## config.mk

```make
export PLATFORM = sky130hd
export DESIGN_NAME = spiw_regs_top
export DESIGN_NICKNAME = d
export VERILOG_FILES = /design/src/rtl/spiw_pkg.sv /design/src/rtl/spiw_fifo.sv /design/src/rtl/spiw_irq.sv /design/src/rtl/spiw_regs_top.sv
export SDC_FILE = /design/constraint.sdc
export NUM_CORES = 2
export LEC_CHECK = 0
export BUFFER_PORTS_ARGS = -buffer_cell sky130_fd_sc_hd__buf_2
export CAP_MARGIN = 20
export CORE_MARGIN = 5
export CORE_UTILIZATION = 50
export DETAILED_ROUTE_END_ITERATION = 16
export PLACE_DENSITY_LB_ADDON = 0.08
export SYNTH_ARGS = -nofsm -noshare
export SYNTH_HDL_FRONTEND = slang
export SYNTH_MEMORY_MAX_BITS = 65536
export SYNTH_SLANG_ARGS = --single-unit
export TNS_END_PERCENT = 50
```

## constraint.sdc

```tcl
create_clock -name clk -period 4.3 [get_ports clk]
set_clock_uncertainty 0.15 [all_clocks]
set_input_delay 0.215 -clock clk [delete_from_list [all_inputs] [get_ports clk]]
set_output_delay 0.215 -clock clk [all_outputs]
set_load 0.02 [all_outputs]
```

## src/rtl/spiw_pkg.sv

```systemverilog
package spiw_pkg;

  localparam int WORD_W = 32;
  localparam int ST_W   = 7;

  localparam logic [7:0] A_STATUS = 8'h04;
  localparam logic [7:0] A_IEN    = 8'h08;
  localparam logic [7:0] A_IDIS   = 8'h0C;
  localparam logic [7:0] A_IMASK  = 8'h10;
  localparam logic [7:0] A_ENABLE = 8'h14;
  localparam logic [7:0] A_TX4    = 8'h1C;
  localparam logic [7:0] A_RXD    = 8'h20;
  localparam logic [7:0] A_TXWM   = 8'h28;
  localparam logic [7:0] A_RXWM   = 8'h2C;
  localparam logic [7:0] A_TX1    = 8'h80;
  localparam logic [7:0] A_TX2    = 8'h84;
  localparam logic [7:0] A_TX3    = 8'h88;

  localparam int SB_OVF    = 0;
  localparam int SB_TXLOW  = 2;
  localparam int SB_TXFULL = 3;
  localparam int SB_RXHIT  = 4;

  typedef struct packed {
    logic [WORD_W-1:0] word;
    logic [1:0]        nb_m1;
  } tx_entry_t;

  // Valid-byte count minus one for a transmit address; bit 2 flags a hit.
  function automatic logic [2:0] tx_addr_decode(input logic [7:0] a);
    case (a)
      A_TX4:   return 3'b111;
      A_TX1:   return 3'b100;
      A_TX2:   return 3'b101;
      A_TX3:   return 3'b110;
      default: return 3'b000;
    endcase
  endfunction

endpackage

```

## src/rtl/spiw_fifo.sv

```systemverilog
module spiw_fifo #(
  parameter int W     = 32,
  parameter int DEPTH = 63,
  localparam int AW   = (DEPTH > 1) ? $clog2(DEPTH) : 1,
  localparam int LW   = $clog2(DEPTH + 1)
) (
  input  logic          clk,
  input  logic          rst,
  input  logic          flush,
  input  logic          push,
  input  logic [W-1:0]  push_data,
  input  logic          pop,
  output logic [W-1:0]  head,
  output logic [LW-1:0] level,
  output logic          empty,
  output logic          full
);

  logic [W-1:0]  mem [DEPTH];
  logic [AW-1:0] wp_q, rp_q;
  logic [LW-1:0] cnt_q;
  logic          push_ok, pop_ok;

  assign empty   = (cnt_q == '0);
  assign full    = (cnt_q == LW'(DEPTH));
  assign push_ok = push && !full;
  assign pop_ok  = pop && !empty;
  assign head    = mem[rp_q];
  assign level   = cnt_q;

  function automatic logic [AW-1:0] bump(input logic [AW-1:0] p);
    return (p == AW'(DEPTH - 1)) ? '0 : p + AW'(1);
  endfunction

  // Storage without reset so it maps onto RAM resources.
  always_ff @(posedge clk) begin
    if (push_ok) mem[wp_q] <= push_data;
  end

  always_ff @(posedge clk) begin
    if (rst || flush) begin
      wp_q  <= '0;
      rp_q  <= '0;
      cnt_q <= '0;
    end else begin
      if (push_ok) wp_q <= bump(wp_q);
      if (pop_ok)  rp_q <= bump(rp_q);
      case ({push_ok, pop_ok})
        2'b10:   cnt_q <= cnt_q + LW'(1);
        2'b01:   cnt_q <= cnt_q - LW'(1);
        default: cnt_q <= cnt_q;
      endcase
    end
  end

  AST_DROP_WHEN_FULL: assert property (@(posedge clk) disable iff (rst)
    (push && full && !pop && !flush) |=> (level == $past(level)));

  AST_EMPTY_POP_NOP: assert property (@(posedge clk) disable iff (rst)
    (pop && empty && !push && !flush) |=> (level == $past(level)));

endmodule

```

## src/rtl/spiw_irq.sv

```systemverilog
module spiw_irq
  import spiw_pkg::*;
#(
  parameter int LW = 6
) (
  input  logic            clk,
  input  logic            rst,
  input  logic [LW-1:0]   tx_level,
  input  logic [LW-1:0]   rx_level,
  input  logic            tx_full,
  input  logic [LW-1:0]   tx_wm,
  input  logic [LW-1:0]   rx_wm,
  input  logic            ovf_set,
  input  logic            w1c_we,
  input  logic            ien_we,
  input  logic            idis_we,
  input  logic [ST_W-1:0] wdata,
  output logic [ST_W-1:0] status_q,
  output logic [ST_W-1:0] mask_q,
  output logic            irq
);

  logic [ST_W-1:0] status_d;

  always_comb begin
    status_d            = '0;
    status_d[SB_OVF]    = (status_q[SB_OVF] && !(w1c_we && wdata[SB_OVF])) || ovf_set;
    status_d[SB_TXLOW]  = (tx_level < tx_wm);
    status_d[SB_TXFULL] = tx_full;
    status_d[SB_RXHIT]  = (rx_level >= rx_wm);
  end

  always_ff @(posedge clk) begin
    if (rst) begin
      status_q <= '0;
      mask_q   <= '0;
      irq      <= 1'b0;
    end else begin
      status_q <= status_d;
      if (ien_we)       mask_q <= mask_q | wdata;
      else if (idis_we) mask_q <= mask_q & ~wdata;
      irq <= |(status_q & mask_q);
    end
  end

  AST_OVF_STICKY: assert property (@(posedge clk) disable iff (rst)
    (status_q[SB_OVF] && !w1c_we) |=> status_q[SB_OVF]);

  AST_IRQ_MASKED: assert property (@(posedge clk) disable iff (rst)
    (mask_q == '0) |=> !irq);

  AST_MASK_SET: assert property (@(posedge clk) disable iff (rst)
    ien_we |=> ((mask_q & $past(wdata)) == $past(wdata)));

  AST_MASK_CLR: assert property (@(posedge clk) disable iff (rst)
    idis_we |=> ((mask_q & $past(wdata)) == '0));

endmodule

```

## src/rtl/spiw_regs_top.sv

```systemverilog
module spiw_regs_top
  import spiw_pkg::*;
#(
  parameter int DEPTH    = 63,
  parameter int TXWM_RST = 1,
  parameter int RXWM_RST = 1,
  localparam int LW      = $clog2(DEPTH + 1),
  localparam int TXE_W   = $bits(tx_entry_t)
) (
  input  logic              clk,
  input  logic              rst,
  input  logic              wr_en,
  input  logic [7:0]        wr_addr,
  input  logic [WORD_W-1:0] wr_data,
  input  logic              rd_en,
  input  logic [7:0]        rd_addr,
  output logic [WORD_W-1:0] rd_data,
  output logic              tx_valid,
  output logic [WORD_W-1:0] tx_word,
  output logic [2:0]        tx_nbytes,
  input  logic              tx_pop,
  input  logic              rx_push,
  input  logic [WORD_W-1:0] rx_word,
  output logic              ctrl_on,
  output logic              irq
);

  logic            en_q;
  logic [LW-1:0]   txwm_q, rxwm_q;
  logic [2:0]      tx_dec;
  logic            tx_wr;
  tx_entry_t       tx_in, tx_head;
  logic [TXE_W-1:0] tx_head_raw;
  logic [LW-1:0]   tx_level, rx_level;
  logic            tx_empty, tx_full, rx_empty, rx_full;
  logic [WORD_W-1:0] rx_head;
  logic            rx_rd, rx_wr;
  logic [ST_W-1:0] status_q, mask_q;
  logic            w1c_we, ien_we, idis_we;

  // ---------------- write decode ----------------
  assign tx_dec  = tx_addr_decode(wr_addr);
  assign tx_wr   = wr_en && tx_dec[2];
  assign tx_in   = '{word: wr_data, nb_m1: tx_dec[1:0]};
  assign w1c_we  = wr_en && (wr_addr == A_STATUS);
  assign ien_we  = wr_en && (wr_addr == A_IEN);
  assign idis_we = wr_en && (wr_addr == A_IDIS);

  always_ff @(posedge clk) begin
    if (rst) begin
      en_q   <= 1'b0;
      txwm_q <= LW'(TXWM_RST);
      rxwm_q <= LW'(RXWM_RST);
    end else if (wr_en) begin
      case (wr_addr)
        A_ENABLE: en_q   <= wr_data[0];
        A_TXWM:   txwm_q <= wr_data[LW-1:0];
        A_RXWM:   rxwm_q <= wr_data[LW-1:0];
        default:  ;
      endcase
    end
  end

  assign ctrl_on = en_q;

  // ---------------- transmit path ----------------
  spiw_fifo #(.W(TXE_W), .DEPTH(DEPTH)) u_txq (
    .clk       (clk),
    .rst       (rst),
    .flush     (1'b0),
    .push      (tx_wr),
    .push_data (tx_in),
    .pop       (tx_pop && tx_valid),
    .head      (tx_head_raw),
    .level     (tx_level),
    .empty     (tx_empty),
    .full      (tx_full)
  );

  assign tx_head   = tx_entry_t'(tx_head_raw);
  assign tx_valid  = en_q && !tx_empty;
  assign tx_word   = tx_head.word;
  assign tx_nbytes = {1'b0, tx_head.nb_m1} + 3'd1;

  // ---------------- receive path ----------------
  assign rx_wr = rx_push && en_q;
  assign rx_rd = rd_en && (rd_addr == A_RXD) && !rx_empty;

  spiw_fifo #(.W(WORD_W), .DEPTH(DEPTH)) u_rxq (
    .clk       (clk),
    .rst       (rst),
    .flush     (!en_q),
    .push      (rx_wr),
    .push_data (rx_word),
    .pop       (rx_rd),
    .head      (rx_head),
    .level     (rx_level),
    .empty     (rx_empty),
    .full      (rx_full)
  );

  // ---------------- status and interrupt ----------------
  spiw_irq #(.LW(LW)) u_irq (
    .clk      (clk),
    .rst      (rst),
    .tx_level (tx_level),
    .rx_level (rx_level),
    .tx_full  (tx_full),
    .tx_wm    (txwm_q),
    .rx_wm    (rxwm_q),
    .ovf_set  (tx_wr && tx_full),
    .w1c_we   (w1c_we),
    .ien_we   (ien_we),
    .idis_we  (idis_we),
    .wdata    (wr_data[ST_W-1:0]),
    .status_q (status_q),
    .mask_q   (mask_q),
    .irq      (irq)
  );

  // ---------------- read mux ----------------
  always_ff @(posedge clk) begin
    if (rst) begin
      rd_data <= '0;
    end else if (rd_en) begin
      case (rd_addr)
        A_STATUS: rd_data <= WORD_W'(status_q);
        A_IMASK:  rd_data <= WORD_W'(mask_q);
        A_ENABLE: rd_data <= WORD_W'(en_q);
        A_TXWM:   rd_data <= WORD_W'(txwm_q);
        A_RXWM:   rd_data <= WORD_W'(rxwm_q);
        A_RXD:    rd_data <= rx_empty ? '0 : rx_head;
        default:  rd_data <= '0;
      endcase
    end
  end

  AST_RX_FLUSHED_OFF: assert property (@(posedge clk) disable iff (rst)
    !en_q |=> (rx_level == '0));

  AST_RXD_EMPTY_ZERO: assert property (@(posedge clk) disable iff (rst)
    (rd_en && (rd_addr == A_RXD) && rx_empty) |=> (rd_data == '0));

  AST_POP_ONLY_VALID: assert property (@(posedge clk) disable iff (rst)
    (tx_pop && !tx_valid) |=> (tx_level == $past(tx_level) + LW'($past(tx_wr && !tx_full))));

  AST_FULL_FLAG: assert property (@(posedge clk) disable iff (rst)
    tx_full |=> status_q[SB_TXFULL]);

endmodule

```

==> out/results.ini <==
[routing]
ant_nets = 0
wirelength_um = 434000
num_vias = 79200
wl_per_cell_um = 33.9
drt_pass1_iterations = 5
via_per_inst = 6.19
first_iter_violations = 7691
route.detailed.drc = 0

[timing]
max_freq_ghz = 0.234
rsz0062_at_grt = yes
hold_viol = 0
worstMarginPinSlew_ns = 1.14
fin_crit_sh = 0.996
period_needed_ns = 4.28
finalSetupViolations = 0
holdWs_ns = 0.0182
drv_slew = 0
max-slew-margin-rel = 0.237

[clocking]
clk_pin_slew_worst_paths_ns = 0.06
htreeDepth = 5
ctsRootBufferMaster = clkbuf_16
clk_latency_ns = 0.96
cts_made_buffers = 434
cts_tree = built
cts_buffer_depth = 4
cts.sinks = 4263

[yosys]
yosysTopAreaCell = edfxtp_1
synth-warning-count = 0
synthCells = 7324
synthTopCellsByCount = edfxtp_1, mux4_2, mux2i_1
synth-edff-count = 4158
ys.flop_type = edfxtp_1
synth_sequential_area_ratio = 0.776
synth_area_per_cell_um2 = 22.3
synth_nets = 7439
mappedNetlistArea_um2 = 164000
synthTopCellsByArea = edfxtp_1, mux4_2, mux2i_1
async_flop_share = 0
synthDominantCellAreaShare = 0.763
ys_ff_latch = 4263
netlist-cell-type-count = 65
yosysMostFrequentCell = edfxtp_1

[worst_setup_path]
start_kind = flop
worst-setup-path-type = reg2out
cp_max_fo = 7
r2r_slack_ns = 0.34
cp.arrival_ns = 3.92
cp-end-kind = output port
required_ns = 3.93

[finish]
final_util = 0.582
fin_nets = 8189
layout-drive-gt1-share = 0.299
nFillCells = 23500
area_growth_pct = 16.1

[floorplan]
die_area_um2 = 339000
start_util = 0.501
die_h_um = 582
rows = 210
die_x_um = 582
ios = 156
core_um2 = 327000

[global_route]
grt_max_degree = 71
track_usage = 0.254
grt_pass1_vias = 80800
gr-total-overflow = 0
antenna_found_initial = 41
grt_pass1_wl_um = 614000

[pwr]
seq_power_share = 0.546
p_leak_nw = 57.0
peakVddDrop_v = 0.000496
power.switching_w = 0.0164
power_switching_share = 0.197
p_int_w = 0.0669
p_comb_frac = 0.011
p_clk_frac = 0.443
powerDensity_nw_per_um2 = 438

[status]
status = finished, final reports clean

[hold_path]
hold_path.class = in2reg

[placement]
hpwl_um = 249000
place_congestion = 0.792
io_buffers = 155

[job]
cap_violations = 0

==> timing repair <==
| item | in CTS | in global routing |
|---|---|---|
| endpoints found under the hold margin | 4046 | 15 |
| endpoints found under the setup margin | 35 | 17 |
| pin swaps | 0 | 1 |
| hold buffers | 98 | 2 |
| setup buffers | 14 | 6 |
| cloned | 10 | 2 |
| gates resized for setup | 44 | 11 |
==> logic make-up after synthesis <==
family	Yosys count	synth area share
fa+ha+maj	29	0.00226
flops	4263	0.776
buf+inv	443	0.0121
compound gates	539	0.0213
simple gates	576	0.0159
mux	1445	0.171
xor+xnor	29	0.00155
==> sequential cells by signal (all words and copies together), names as in the netlist, named ones only <==
signal and flops:
ctrl_on 1, rd_data 32, rxwm_q 6, txwm_q 6, u_irq.irq 1, u_irq.status_q 4
u_rxq.level 6, u_rxq.mem 2016, u_rxq.rp_q 6, u_rxq.wp_q 6, u_txq.level 6, u_txq.mem 2142
u_txq.rp_q 6, u_txq.wp_q 6
==> power by group through the flow <==
stage	logic [W]	clock network, W	registers [W]
final	0.000911	0.0369	0.0455
after global routing	0.000982	0.0393	0.0455
after CTS	0.000839	0.0376	0.0455
after detailed placement	0.000763	0	0.0464
after global placement	0.000709	0	0.0464
after floorplan	0.0000380	0	0.0464
==> final cells by class <==
cell class                      instances  area [um^2]  area share
Antenna cell                           14         35.0    0.000184
Clock buffer                          556        11600      0.0612
Clock inverter                        248         2310      0.0122
Inverter                               27          101    0.000533
Multi-Input combinational cell       2618        35700       0.188
Sequential cell                      4263       127000       0.668
Tap cell                             4346         5440      0.0286
Timing Repair Buffer                  730         7870      0.0414
==> through the flow <==
step,setup WS (ns),setup TNS (ns),total power [W],cell area (um^2),cells
final,0.0180,0,0.0833,190000,12800
after floorplan,0.518,0,0.0465,164000,7324
after CTS,-0.0690,-0.354,0.0840,189000,12700
after global routing,-0.0309,-0.136,0.0858,190000,12800
after detailed placement,0.475,0,0.0472,174000,11800
after global placement,-0.0875,-0.156,0.0471,173000,11800
==> cells in the final DEF, fill, tap and decap left out, types with 10 or more instances in the layout <==
master	netlist	routed
dlygate4sd3_1	0	100
clkbuf_16	0	444
a211oi_1	98	97
nor3_1	19	18
clkinv_2	0	83
nor2_4	0	125
nor2_1	257	132
nand2_1	139	138
clkinvlp_4	0	21
o21ai_0	130	130
buf_2	99	148
mux2_2	37	37
edfxtp_1	4158	4158
o22ai_1	101	101
o211ai_1	33	33
inv_1	27	25
clkinv_1	0	85
mux2i_1	330	329
dfxtp_4	0	10
a22oi_1	15	15
bufinv_16	0	35
nor2b_1	48	47
buf_4	44	287
clkbuf_1	209	100
mux4_2	1078	1078
clkbuf_8	0	14
buf_16	0	19
o31ai_1	17	17
buf_6	4	10
ha_1	28	27
nand2b_1	30	28
dfxtp_1	105	93
diode_2	0	14
a21oi_1	72	72
nand3_1	21	21
buf_12	0	153
a2111oi_0	13	11
xor2_1	21	21
==> metal layers <==
| layer | part of all wire | GRT usage | vias to the layer above |
|---|---|---|---|
| met1 | 0.39 | 0.342 | 43100 |
| met4 | 0.031 | 0.0699 | 4 |
| met5 | 0.000046 | 0 | - |
| li1 | - | - | 32600 |
| met2 | 0.52 | 0.442 | 2880 |
| met3 | 0.058 | 0.0329 | 645 |
==> critical path, cell delays in order (launching register included) <==
cell     delay (ns)
dfxtp_4        0.42
buf_12         0.18
buf_12         0.17
buf_4          0.15
mux4_2         0.48
mux4_2         0.49
mux4_2         0.63
ha_4           0.32
buf_6          0.11
==> path summary, 6_finish.rpt <==
kind	startpoint	depth (start not counted)	to
worst max register to register	flop	10	rd_data[3]
worst min-delay path	wr_data[22]	2	u_txq.mem[16][24]
worst min register to register	rd_data[28]	1	rd_data[28]
worst max-delay path	flop	8	tx_nbytes[1]
Power figures use the tool's default switching activity.
